**src/rtl/tile_pkg.sv**
```systemverilog
package tile_pkg;
  typedef struct packed {
    logic [3:0] pal;
    logic       mirror_x;
    logic       mirror_y;
    logic       rotate;
    logic       low_bit;
  } tile_attr_t;
endpackage

```
**src/rtl/tile_addr_gen.sv**
```systemverilog
module tile_addr_gen #(
  parameter int ADDR_W      = 14,
  parameter int BASE_W      = 6,
  parameter int XW          = 10,
  parameter int YW          = 8,
  parameter int NARROW_COLS = 40
) (
  input  logic              clk,
  input  logic              rst_n,
  input  logic              pix_valid,
  input  logic [XW-1:0]     pix_x,
  input  logic [YW-1:0]     pix_y,
  input  logic [XW-1:0]     scroll_x,
  input  logic [YW-1:0]     scroll_y,
  input  logic              cols80,
  input  logic              attr_off,
  input  logic [BASE_W-1:0] map_base,
  output logic              map_rd,
  output logic [ADDR_W-1:0] map_addr,
  output logic              s1_valid,
  output logic [2:0]        s1_fx,
  output logic [2:0]        s1_fy
);
  localparam int CELL_W     = 3;
  localparam int NARROW_PX  = NARROW_COLS * 8;
  localparam int WIDE_COLS  = 2 * NARROW_COLS;
  localparam int WIDE_PX    = WIDE_COLS * 8;
  localparam int COL_W      = $clog2(WIDE_COLS);
  localparam int ROW_W      = YW - CELL_W;
  localparam int ENT_W      = COL_W + ROW_W;
  localparam int SUM_W      = XW + 1;
  localparam int BASE_SH    = ADDR_W - BASE_W;
  localparam int WRAP_STEPS = (NARROW_PX - 1 + (2**XW) - 1) / NARROW_PX;

  logic [SUM_W-1:0]  span;
  logic [SUM_W-1:0]  sx_acc;
  logic [YW-1:0]     sy;
  logic [COL_W-1:0]  col;
  logic [COL_W-1:0]  ncols;
  logic [ROW_W-1:0]  row;
  logic [ENT_W-1:0]  entry;
  logic [ADDR_W-1:0] offs;
  logic [2:0]        fx_d;
  logic [2:0]        fy_d;

  // Scroll, wrap and map-entry address for the presented coordinate.
  always_comb begin
    span   = cols80 ? SUM_W'(WIDE_PX) : SUM_W'(NARROW_PX);
    sx_acc = SUM_W'(pix_x) + SUM_W'(scroll_x);
    for (int i = 0; i < WRAP_STEPS; i++) begin
      if (sx_acc >= span) sx_acc = sx_acc - span;
    end
    sy       = pix_y + scroll_y;
    col      = sx_acc[CELL_W +: COL_W];
    row      = sy[YW-1:CELL_W];
    ncols    = cols80 ? COL_W'(WIDE_COLS) : COL_W'(NARROW_COLS);
    entry    = ENT_W'(row) * ENT_W'(ncols) + ENT_W'(col);
    offs     = attr_off ? ADDR_W'(entry) : ADDR_W'({entry, 1'b0});
    map_addr = {map_base, {BASE_SH{1'b0}}} + offs;
    fx_d     = sx_acc[CELL_W-1:0];
    fy_d     = sy[CELL_W-1:0];
  end

  assign map_rd = pix_valid;

  always_ff @(posedge clk or negedge rst_n) begin
    if (!rst_n) s1_valid <= 1'b0;
    else        s1_valid <= pix_valid;
  end

  always_ff @(posedge clk or negedge rst_n) begin
    if (!rst_n) begin
      s1_fx <= '0;
      s1_fy <= '0;
    end else if (pix_valid) begin
      s1_fx <= fx_d;
      s1_fy <= fy_d;
    end
  end

  // Input assumption: the coordinate lies inside the active width.
  assert_x_in_screen_R4: assert property (@(posedge clk) disable iff (!rst_n)
    pix_valid |-> (SUM_W'(pix_x) < span));

  assert_xwrap_R4: assert property (@(posedge clk) disable iff (!rst_n)
    pix_valid |-> (sx_acc < span));

  assert_col_range_R3: assert property (@(posedge clk) disable iff (!rst_n)
    pix_valid |-> (col < ncols));
endmodule

```
**src/rtl/tile_attr_decode.sv**
```systemverilog
module tile_attr_decode
  import tile_pkg::*;
#(
  parameter int ADDR_W = 14,
  parameter int BASE_W = 6
) (
  input  logic              clk,
  input  logic              rst_n,
  input  logic              s1_valid,
  input  logic [2:0]        s1_fx,
  input  logic [2:0]        s1_fy,
  input  logic [15:0]       map_data,
  input  logic              attr_off,
  input  logic              tiles512,
  input  logic [7:0]        def_attr,
  input  logic [BASE_W-1:0] tile_base,
  output logic              pat_rd,
  output logic [ADDR_W-1:0] pat_addr,
  output logic              s2_valid,
  output logic [3:0]        s2_pal,
  output logic              s2_below,
  output logic              s2_lo
);
  localparam int TILE_W  = 9;
  localparam int PAT_SH  = 5;
  localparam int BASE_SH = ADDR_W - BASE_W;

  tile_attr_t        attr;
  logic [TILE_W-1:0] tile;
  logic              below_d;
  logic [2:0]        c0;
  logic [2:0]        r0;
  logic [2:0]        c;
  logic [2:0]        r;

  // Attribute selection, then rotate, then mirror, then pattern address.
  always_comb begin
    attr     = attr_off ? tile_attr_t'(def_attr) : tile_attr_t'(map_data[15:8]);
    tile     = {tiles512 & attr.low_bit, map_data[7:0]};
    below_d  = ~tiles512 & attr.low_bit;
    c0       = attr.rotate ? s1_fy : s1_fx;
    r0       = attr.rotate ? s1_fx : s1_fy;
    c        = attr.mirror_x ? ~c0 : c0;
    r        = attr.mirror_y ? ~r0 : r0;
    pat_addr = {tile_base, {BASE_SH{1'b0}}}
             + ADDR_W'({tile, {PAT_SH{1'b0}}})
             + ADDR_W'({r, c[2:1]});
  end

  assign pat_rd = s1_valid;

  always_ff @(posedge clk or negedge rst_n) begin
    if (!rst_n) s2_valid <= 1'b0;
    else        s2_valid <= s1_valid;
  end

  always_ff @(posedge clk or negedge rst_n) begin
    if (!rst_n) begin
      s2_pal   <= '0;
      s2_below <= 1'b0;
      s2_lo    <= 1'b0;
    end else if (s1_valid) begin
      s2_pal   <= attr.pal;
      s2_below <= below_d;
      s2_lo    <= c[0];
    end
  end
endmodule

```
**src/rtl/tile_pixel_out.sv**
```systemverilog
module tile_pixel_out (
  input  logic       clk,
  input  logic       rst_n,
  input  logic       s2_valid,
  input  logic [3:0] s2_pal,
  input  logic       s2_below,
  input  logic       s2_lo,
  input  logic [7:0] pat_data,
  input  logic [3:0] trans_idx,
  output logic       out_valid,
  output logic [7:0] out_index,
  output logic       out_transparent,
  output logic       out_below
);
  logic [3:0] nib;

  always_comb begin
    nib = s2_lo ? pat_data[3:0] : pat_data[7:4];
  end

  always_ff @(posedge clk or negedge rst_n) begin
    if (!rst_n) out_valid <= 1'b0;
    else        out_valid <= s2_valid;
  end

  always_ff @(posedge clk or negedge rst_n) begin
    if (!rst_n) begin
      out_index       <= '0;
      out_transparent <= 1'b0;
      out_below       <= 1'b0;
    end else if (s2_valid) begin
      out_index       <= {s2_pal, nib};
      out_transparent <= (nib == trans_idx);
      out_below       <= s2_below;
    end
  end
endmodule

```
**src/rtl/tilemap_pixel_gen.sv**
```systemverilog
module tilemap_pixel_gen #(
  parameter int ADDR_W      = 14,
  parameter int BASE_W      = 6,
  parameter int XW          = 10,
  parameter int YW          = 8,
  parameter int NARROW_COLS = 40
) (
  input  logic              clk,
  input  logic              rst_n,
  input  logic              cols80,
  input  logic              attr_off,
  input  logic              tiles512,
  input  logic [BASE_W-1:0] map_base,
  input  logic [BASE_W-1:0] tile_base,
  input  logic [7:0]        def_attr,
  input  logic [XW-1:0]     scroll_x,
  input  logic [YW-1:0]     scroll_y,
  input  logic              trans_we,
  input  logic [3:0]        trans_wdata,
  input  logic              pix_valid,
  input  logic [XW-1:0]     pix_x,
  input  logic [YW-1:0]     pix_y,
  output logic              map_rd,
  output logic [ADDR_W-1:0] map_addr,
  input  logic [15:0]       map_data,
  output logic              pat_rd,
  output logic [ADDR_W-1:0] pat_addr,
  input  logic [7:0]        pat_data,
  output logic              out_valid,
  output logic [7:0]        out_index,
  output logic              out_transparent,
  output logic              out_below
);
  localparam int SYNC_LEN = 2;

  logic [SYNC_LEN-1:0] rst_sync;
  logic                rst_sn;
  logic [3:0]          trans_q;
  logic [3:0]          trans_d;
  logic                s1_valid;
  logic [2:0]          s1_fx;
  logic [2:0]          s1_fy;
  logic                s2_valid;
  logic [3:0]          s2_pal;
  logic                s2_below;
  logic                s2_lo;

  // Reset asserts asynchronously and is released on a clock edge.
  always_ff @(posedge clk or negedge rst_n) begin
    if (!rst_n) rst_sync <= '0;
    else        rst_sync <= {rst_sync[SYNC_LEN-2:0], 1'b1};
  end
  assign rst_sn = rst_sync[SYNC_LEN-1];

  always_comb begin
    trans_d = trans_we ? trans_wdata : trans_q;
  end

  always_ff @(posedge clk or negedge rst_sn) begin
    if (!rst_sn) trans_q <= 4'hF;
    else         trans_q <= trans_d;
  end

  tile_addr_gen #(
    .ADDR_W(ADDR_W), .BASE_W(BASE_W), .XW(XW), .YW(YW), .NARROW_COLS(NARROW_COLS)
  ) u_addr (
    .clk(clk), .rst_n(rst_sn), .pix_valid(pix_valid), .pix_x(pix_x), .pix_y(pix_y),
    .scroll_x(scroll_x), .scroll_y(scroll_y), .cols80(cols80), .attr_off(attr_off),
    .map_base(map_base), .map_rd(map_rd), .map_addr(map_addr),
    .s1_valid(s1_valid), .s1_fx(s1_fx), .s1_fy(s1_fy)
  );

  tile_attr_decode #(
    .ADDR_W(ADDR_W), .BASE_W(BASE_W)
  ) u_attr (
    .clk(clk), .rst_n(rst_sn), .s1_valid(s1_valid), .s1_fx(s1_fx), .s1_fy(s1_fy),
    .map_data(map_data), .attr_off(attr_off), .tiles512(tiles512), .def_attr(def_attr),
    .tile_base(tile_base), .pat_rd(pat_rd), .pat_addr(pat_addr),
    .s2_valid(s2_valid), .s2_pal(s2_pal), .s2_below(s2_below), .s2_lo(s2_lo)
  );

  tile_pixel_out u_out (
    .clk(clk), .rst_n(rst_sn), .s2_valid(s2_valid), .s2_pal(s2_pal),
    .s2_below(s2_below), .s2_lo(s2_lo), .pat_data(pat_data), .trans_idx(trans_q),
    .out_valid(out_valid), .out_index(out_index),
    .out_transparent(out_transparent), .out_below(out_below)
  );

  assert_latency_R2: assert property (@(posedge clk) disable iff (!rst_sn)
    pix_valid |-> ##3 out_valid);

  assert_no_spurious_R2: assert property (@(posedge clk) disable iff (!rst_sn)
    !pix_valid |-> ##3 !out_valid);

  assert_trans_hold_R10: assert property (@(posedge clk) disable iff (!rst_sn)
    !trans_we |=> $stable(trans_q));

  assert_trans_load_R10: assert property (@(posedge clk) disable iff (!rst_sn)
    trans_we |=> (trans_q == $past(trans_wdata)));
endmodule

```
**config.mk**
```make
export PLATFORM = sky130hd
export DESIGN_NAME = tilemap_pixel_gen
export DESIGN_NICKNAME = d
export VERILOG_FILES = /design/src/rtl/tile_pkg.sv /design/src/rtl/tile_addr_gen.sv /design/src/rtl/tile_attr_decode.sv /design/src/rtl/tile_pixel_out.sv /design/src/rtl/tilemap_pixel_gen.sv
export SDC_FILE = /design/constraint.sdc
export NUM_CORES = 1
export LEC_CHECK = 0
export BUFFER_PORTS_ARGS = -buffer_cell sky130_fd_sc_hd__buf_2
export CAP_MARGIN = 20
export CORE_ASPECT_RATIO = 0.9
export CORE_MARGIN = 2
export CORE_UTILIZATION = 57
export DETAILED_ROUTE_END_ITERATION = 6
export GPL_TIMING_DRIVEN = 0
export PLACE_DENSITY = 0.93
export SKIP_CTS_REPAIR_TIMING = 1
export SLEW_MARGIN = 10
export SYNTH_ARGS = -nofsm -noshare
export SYNTH_HDL_FRONTEND = slang
export SYNTH_SLANG_ARGS = --single-unit
```
**constraint.sdc**
```tcl
create_clock -name clk -period 22.9 [get_ports clk]
set_input_delay 2.29 -clock clk [delete_from_list [all_inputs] [get_ports clk]]
set_output_delay 2.29 -clock clk [all_outputs]
set_load 0.03 [all_outputs]
```
==> run summary, run 1 <==
Number of antenna diodes -> 0
Met2 usage -> 52.3%
Most used routing layer -> met2
DR iter-0 viols -> 114
Yosys reg bits -> 31
Die Ht -> 85.0 µm
Die footprint -> 0.00799 mm²
Initial core utilization -> 58.8%
Max-capacitance violation count -> 0
RR Startpoint -> u_attr.s2_lo$_DFFE_PN0P_
Clk_lat worst skew -> 0.28 ns
Most frequent cells in the layout -> buf_2, ha_1, inv_1
Clock skew -> 0.000646 ns
Mean post-synth cell area -> 9.39 µm²
Post-Syn Area -> 0.00416 mm²
Grt ovf -> 0
Share of cells above drive strength 1 -> 32.8%
Initial antenna violation count -> 0
Number of enable flip-flop cells after synthesis -> 0
Row cnt -> 29
Highest Clock Rate -> 58.8 MHz
Cts bufs inserted -> 5
Antenna-violating nets left -> 0
Port bufs -> 128
CP Launch Point -> scroll_x[1]
HP Class -> reg -> async
CP Max Fanout -> 5
Ports -> 132
Final Setup Violations -> 0
Largest net degree at the start of global routing -> 30
Final Cycle Share -> 74.2%
Area Overhead vs Synth -> 20.4%
Detailed-route wire length per cell -> 15.3 µm
Top cells by area, synth -> ha_1, dfrtp_1, mux2_2, fa_1, xnor2_1
CTS root buffer -> clkbuf_8
Worst slew margin -> 49.0%
Via Count -> 3754
Clock sink count -> 31
Kind of critical path -> in -> out
DRC violations left -> 0
Vias in the first global route -> 3978
Drt pass-1 iters -> 4
CTS max path bufs -> 2
Vias per inst -> 5.59
Worst-Margin Slew -> 0.744 ns
Seq/Total Area, Yosys -> 18.8%
CTS H-tree lvls -> 2
Yosys top cell area share -> 18.4%
Most common cell after layout, fill and taps aside -> buf_2
Post-synth top area cell -> ha_1
CP Launch Type -> input port
GR Util met3 -> 3.29%
Synth Warn # -> 0
Status -> finished clean
Die width -> 94.0 µm
Post-layout min period -> 17.00 ns
Synth async-reset ratio -> 100%
Met1 Use GR -> 28.3%
Final HPWL DP -> 8870 µm
Final Slew Violations -> 0
Worst path most repeated cell -> ha_1
Unique masters post-synth -> 49
Core Area -> 0.00708 mm²
Hold Violations, Final -> 0
# nets final -> 746
RSZ-0062 raised after global routing -> no
CTS tree -> built
Clk slew on worst S/H paths -> 0.06 ns
CP Capture Type -> output pin
Slowest cell on the critical path -> fa_1
Req. time, crit path -> 20.61 ns
Final Wtd Congestion -> 0.954
Sum Neg Setup Slack -> 0 ns
Global-route wire length before repair -> 17000 µm
Final WL -> 10300 µm
Arrival @ worst endpoint -> 14.71 ns
Ys flop type -> dfrtp_1
Total GRT Usage -> 26.4%
Slowest stage delay, CP -> 0.55 ns
Post-Syn Instances -> 443
## final timing paths
check | end | slack [ns] | depth (start not counted)
worst min-delay path | u_attr.s2_pal[0]$_DFFE_PN0P_ | 0.29 | 0
worst min register to register | u_attr.s2_pal[0]$_DFFE_PN0P_ | 0.29 | 0
worst max-delay path | map_addr[13] | 5.90 | 57
min in group clk | rst_sync[1]$_DFF_PN0_ | 0.39 | 0
worst max register to register | u_out.out_transparent$_DFFE_PN0P_ | 21.17 | 5
max in group asynchronous | rst_sync[1]$_DFF_PN0_ | 21.00 | 1
## per-layer routing
metal | share of wire, % | vias to the layer above
met2 | 54 | 138
li1 | - | 1813
met3 | 5.9 | 26
met5 | 0 | -
met1 | 38 | 1777
met4 | 2.5 | 0
## sequential cells by signal (all words and copies together), names as in the netlist
signal and cells:
u_attr.s2_valid 1, u_attr.s2_below 1, u_out.out_valid 1, rst_sync 2, u_attr.s2_pal 4, trans_q 4, u_addr.s1_fy 3, u_addr.s1_valid 1
u_attr.s2_lo 1, u_out.out_index 8, u_out.out_transparent 1, u_out.out_below 1, u_addr.s1_fx 3
## kinds of logic (layout without fill, tap and decap cells)
| kind of cell | Yosys count | after routing | synth area share, % |
|---|---|---|---|
| adder cells (fa/ha/maj) | 76 | 76 | 25.6 |
| multiplexers | 55 | 55 | 14.5 |
| AO/OA/AOI/OAI | 99 | 99 | 16.0 |
| flip-flops | 31 | 31 | 18.8 |
| XOR/XNOR | 44 | 44 | 9.27 |
| AND/OR/NAND/NOR | 80 | 80 | 10.1 |
| other | 1 | 2 | 0.0902 |
| buffers and inverters | 57 | 192 | 5.69 |
## cells in the mapped netlist (2+ instances only)
cell type	count
xnor2_1	31
nor2_1	27
a211oi_1	2
a21oi_1	38
o21a_1	4
fa_1	15
nor2b_1	5
nand2_1	16
buf_4	6
mux2_4	3
a211o_1	2
mux2_2	31
o21bai_1	7
o21ai_0	20
nand2b_1	6
nand3_1	3
a21o_1	11
nor3_1	4
xor2_1	13
inv_1	43
o31ai_2	2
dfstp_2	4
and2_1	9
dfrtp_1	27
and4_1	3
mux2i_1	21
ha_1	61
clkbuf_1	8
## worst max-delay path, delay by kind of cell
| family | cells | cell delay (ns) |
|---|---|---|
| XOR/XNOR | 3 | 0.66 |
| AO/OA/AOI/OAI | 22 | 4.75 |
| multiplexers | 4 | 1.40 |
| AND/OR/NAND/NOR | 12 | 1.60 |
| adder cells (fa/ha/maj) | 10 | 3.38 |
| buffers and inverters | 6 | 0.61 |
## final cells by class
class,count,area (µm²)
clock inverters,1,5.00
plain buffers,14,75.1
flip-flops and latches,31,782
multi-input cells,356,3140
fillers,526,2070
well taps,93,116
inverters,43,161
repair buffers,128,641
clock buffers,6,82.6
## metrics by stage
stage	util, %	std cells	setup WS [ns]	area, µm²	hold slack [ns]
after floorplan	-	444	7.33	4160	0.331
after global placement	69.5	665	6.48	4920	0.337
after detailed placement	69.5	665	6.00	4920	0.376
after CTS	70.8	672	5.96	5010	0.392
after global routing	70.8	672	4.97	5010	0.347
final	70.8	672	5.90	5010	0.286
Power of run 1 is not shown: default switching activity piles up to over one toggle a cycle in this logic, so the estimate is an artifact.
==> inputs of run 2 (changes only) <==
--- a/config.mk
+++ b/config.mk
@@ -9,10 +9,10 @@
 export CAP_MARGIN = 20
 export CORE_ASPECT_RATIO = 0.9
 export CORE_MARGIN = 2
-export CORE_UTILIZATION = 57
+export CORE_UTILIZATION = 53
 export DETAILED_ROUTE_END_ITERATION = 6
 export GPL_TIMING_DRIVEN = 0
-export PLACE_DENSITY = 0.93
+export PLACE_DENSITY = 0.88
 export SKIP_CTS_REPAIR_TIMING = 1
 export SLEW_MARGIN = 10
 export SYNTH_ARGS = -nofsm -noshare
==> constraint.sdc (replaced) <==
create_clock -name clk -period 16.11 [get_ports clk]
set_input_delay 1.611 -clock clk [delete_from_list [all_inputs] [get_ports clk]]
set_output_delay 1.611 -clock clk [all_outputs]
set_load 0.03 [all_outputs]
==> run 2 against run 1 <==
Sequential share of layout area down 0.24 points. First-iteration DRC count down 31%. Die area up 7.2%. Flip-flop and latch count unchanged. Setup slack worse by 5.1 ns. Critical path type unchanged. Critical endpoint unchanged.
==> run summary, run 2 (same netlist as run 1, synthesis figures left out) <==
Port bufs -> 128
Min Hold Slack -> 0.283 ns
Drt pass-1 iters -> 4
Most frequent cells in the layout -> buf_2, ha_1, inv_1
Number of antenna diodes -> 0
CTS max path bufs -> 2
Final Wtd Congestion -> 0.979
Core Area -> 0.00758 mm²
Initial core utilization -> 54.8%
Slowest stage delay, CP -> 0.55 ns
Vias in the first global route -> 3830
CTS H-tree lvls -> 2
CTS root buffer -> clkbuf_8
Largest net degree at the start of global routing -> 30
Flip-flop count of the largest register after layout -> 8
Worst r2r path cells -> 5
Slowest cell on the critical path -> fa_1
Antenna-violating nets left -> 0
CP Capture Type -> output pin
CP endpoint -> map_addr[13]
CP Launch Type -> input port
Final WL -> 10200 µm
Sum Neg Setup Slack -> 0 ns
Clock sink count -> 31
Most common cell after layout, fill and taps aside -> buf_2
CP Launch Point -> scroll_x[1]
Final Slew Violations -> 0
Clk_lat worst skew -> 0.28 ns
RR Startpoint -> u_attr.s2_lo$_DFFE_PN0P_
Highest Clock Rate -> 65.3 MHz
Arrival @ worst endpoint -> 13.70 ns
Global-route wire length before repair -> 16600 µm
Cts bufs inserted -> 5
Die width -> 97.4 µm
Clk slew on worst S/H paths -> 0.07 ns
Total GRT Usage -> 23.6%
Vias per inst -> 5.50
DRC violations left -> 0
Final Cycle Share -> 95.0%
CP Max Fanout -> 5
Hold Violations, Final -> 0
Die footprint -> 0.00857 mm²
Detailed-route wire length per cell -> 15.0 µm
# nets final -> 749
Row cnt -> 30
R2R Setup Slk -> 14.45 ns
Worst path most repeated cell -> ha_1
Ports -> 132
Die Ht -> 88.0 µm
Kind of critical path -> in -> out
Max-capacitance violation count -> 0
RSZ-0062 raised after global routing -> no
Post-layout min period -> 15.31 ns
Worst-Margin Slew -> 0.758 ns
Grt ovf -> 0
Final HPWL DP -> 8560 µm
Clock skew -> 0.00524 ns
Top Registers -> u_out.out_index (8), trans_q (4), u_attr.s2_pal (4)
Worst slew margin -> 48.0%
Share of cells above drive strength 1 -> 34.0%
Initial antenna violation count -> 0
Status -> finished clean
HP Class -> reg -> async
DR iter-0 viols -> 79
Filler cell count in the final layout -> 586
Worst flop-to-flop path endpoint -> u_out.out_transparent$_DFFE_PN0P_
Top reg by flops -> u_out.out_index
Final Setup Violations -> 0
CTS tree -> built
Area Overhead vs Synth -> 22.3%
Req. time, crit path -> 14.50 ns
Via Count -> 3733
[run 2: per-layer routing]
| layer | part of all wire [%] | GRT usage (%) |
|---|---|---|
| met4 | 3.2 | 10.2 |
| met1 | 37 | 26.1 |
| met3 | 5.5 | 3.59 |
| met5 | 0 | 0 |
| met2 | 54 | 45.4 |
[run 2: worst max-delay path, delay by kind of cell]
kind | cells | cell delay [ns]
and+or+nand+nor | 11 | 1.48
buffers and inverters | 6 | 0.68
adders and majority gates | 10 | 3.50
AOI/OAI and AO/OA | 22 | 4.49
xor gates and xnor gates | 3 | 0.51
muxes | 4 | 1.40
[run 2: worst min path at each step]
stage | startpoint | to | slack, ns | cells after the start
finish | rst_sync[1]$_DFF_PN0_ | u_out.out_index[0]$_DFFE_PN0P_ | 0.28 | 0
global route | rst_sync[1]$_DFF_PN0_ | u_out.out_index[3]$_DFFE_PN0P_ | 0.34 | 0
CTS | rst_sync[0]$_DFF_PN0_ | rst_sync[1]$_DFF_PN0_ | 0.36 | 0
detailed placement | rst_sync[0]$_DFF_PN0_ | rst_sync[1]$_DFF_PN0_ | 0.34 | 0
global placement | rst_sync[0]$_DFF_PN0_ | rst_sync[1]$_DFF_PN0_ | 0.34 | 0
floorplan | rst_sync[0]$_DFF_PN0_ | rst_sync[1]$_DFF_PN0_ | 0.33 | 0
[run 2: per-stage QoR]
stage                     setup WS [ns]  instance area (µm²)  util (%)  cells
final                             0.798                 5090      67.1    679
after CTS                         0.425                 5040      66.5    676
after global placement             1.07                 4920      64.9    668
after global routing             0.0279                 5090      67.1    679
after detailed placement          0.477                 4920      64.9    668
after floorplan                    1.90                 4160         -    444
[run 2: area by class of cell]
cell class / instances / area, µm² / area share (%)
buffer: 14 / 75.1 / 1.48
clock buffer: 6 / 82.6 / 1.62
inverter: 43 / 161 / 3.17
multi-input combinational: 356 / 3170 / 62.3
sequential: 31 / 782 / 15.4
timing repair buffer: 131 / 663 / 13.0
tap: 96 / 120 / 2.36
clock inverter: 2 / 35.0 / 0.689
Power of run 2 is left out for the same reason.
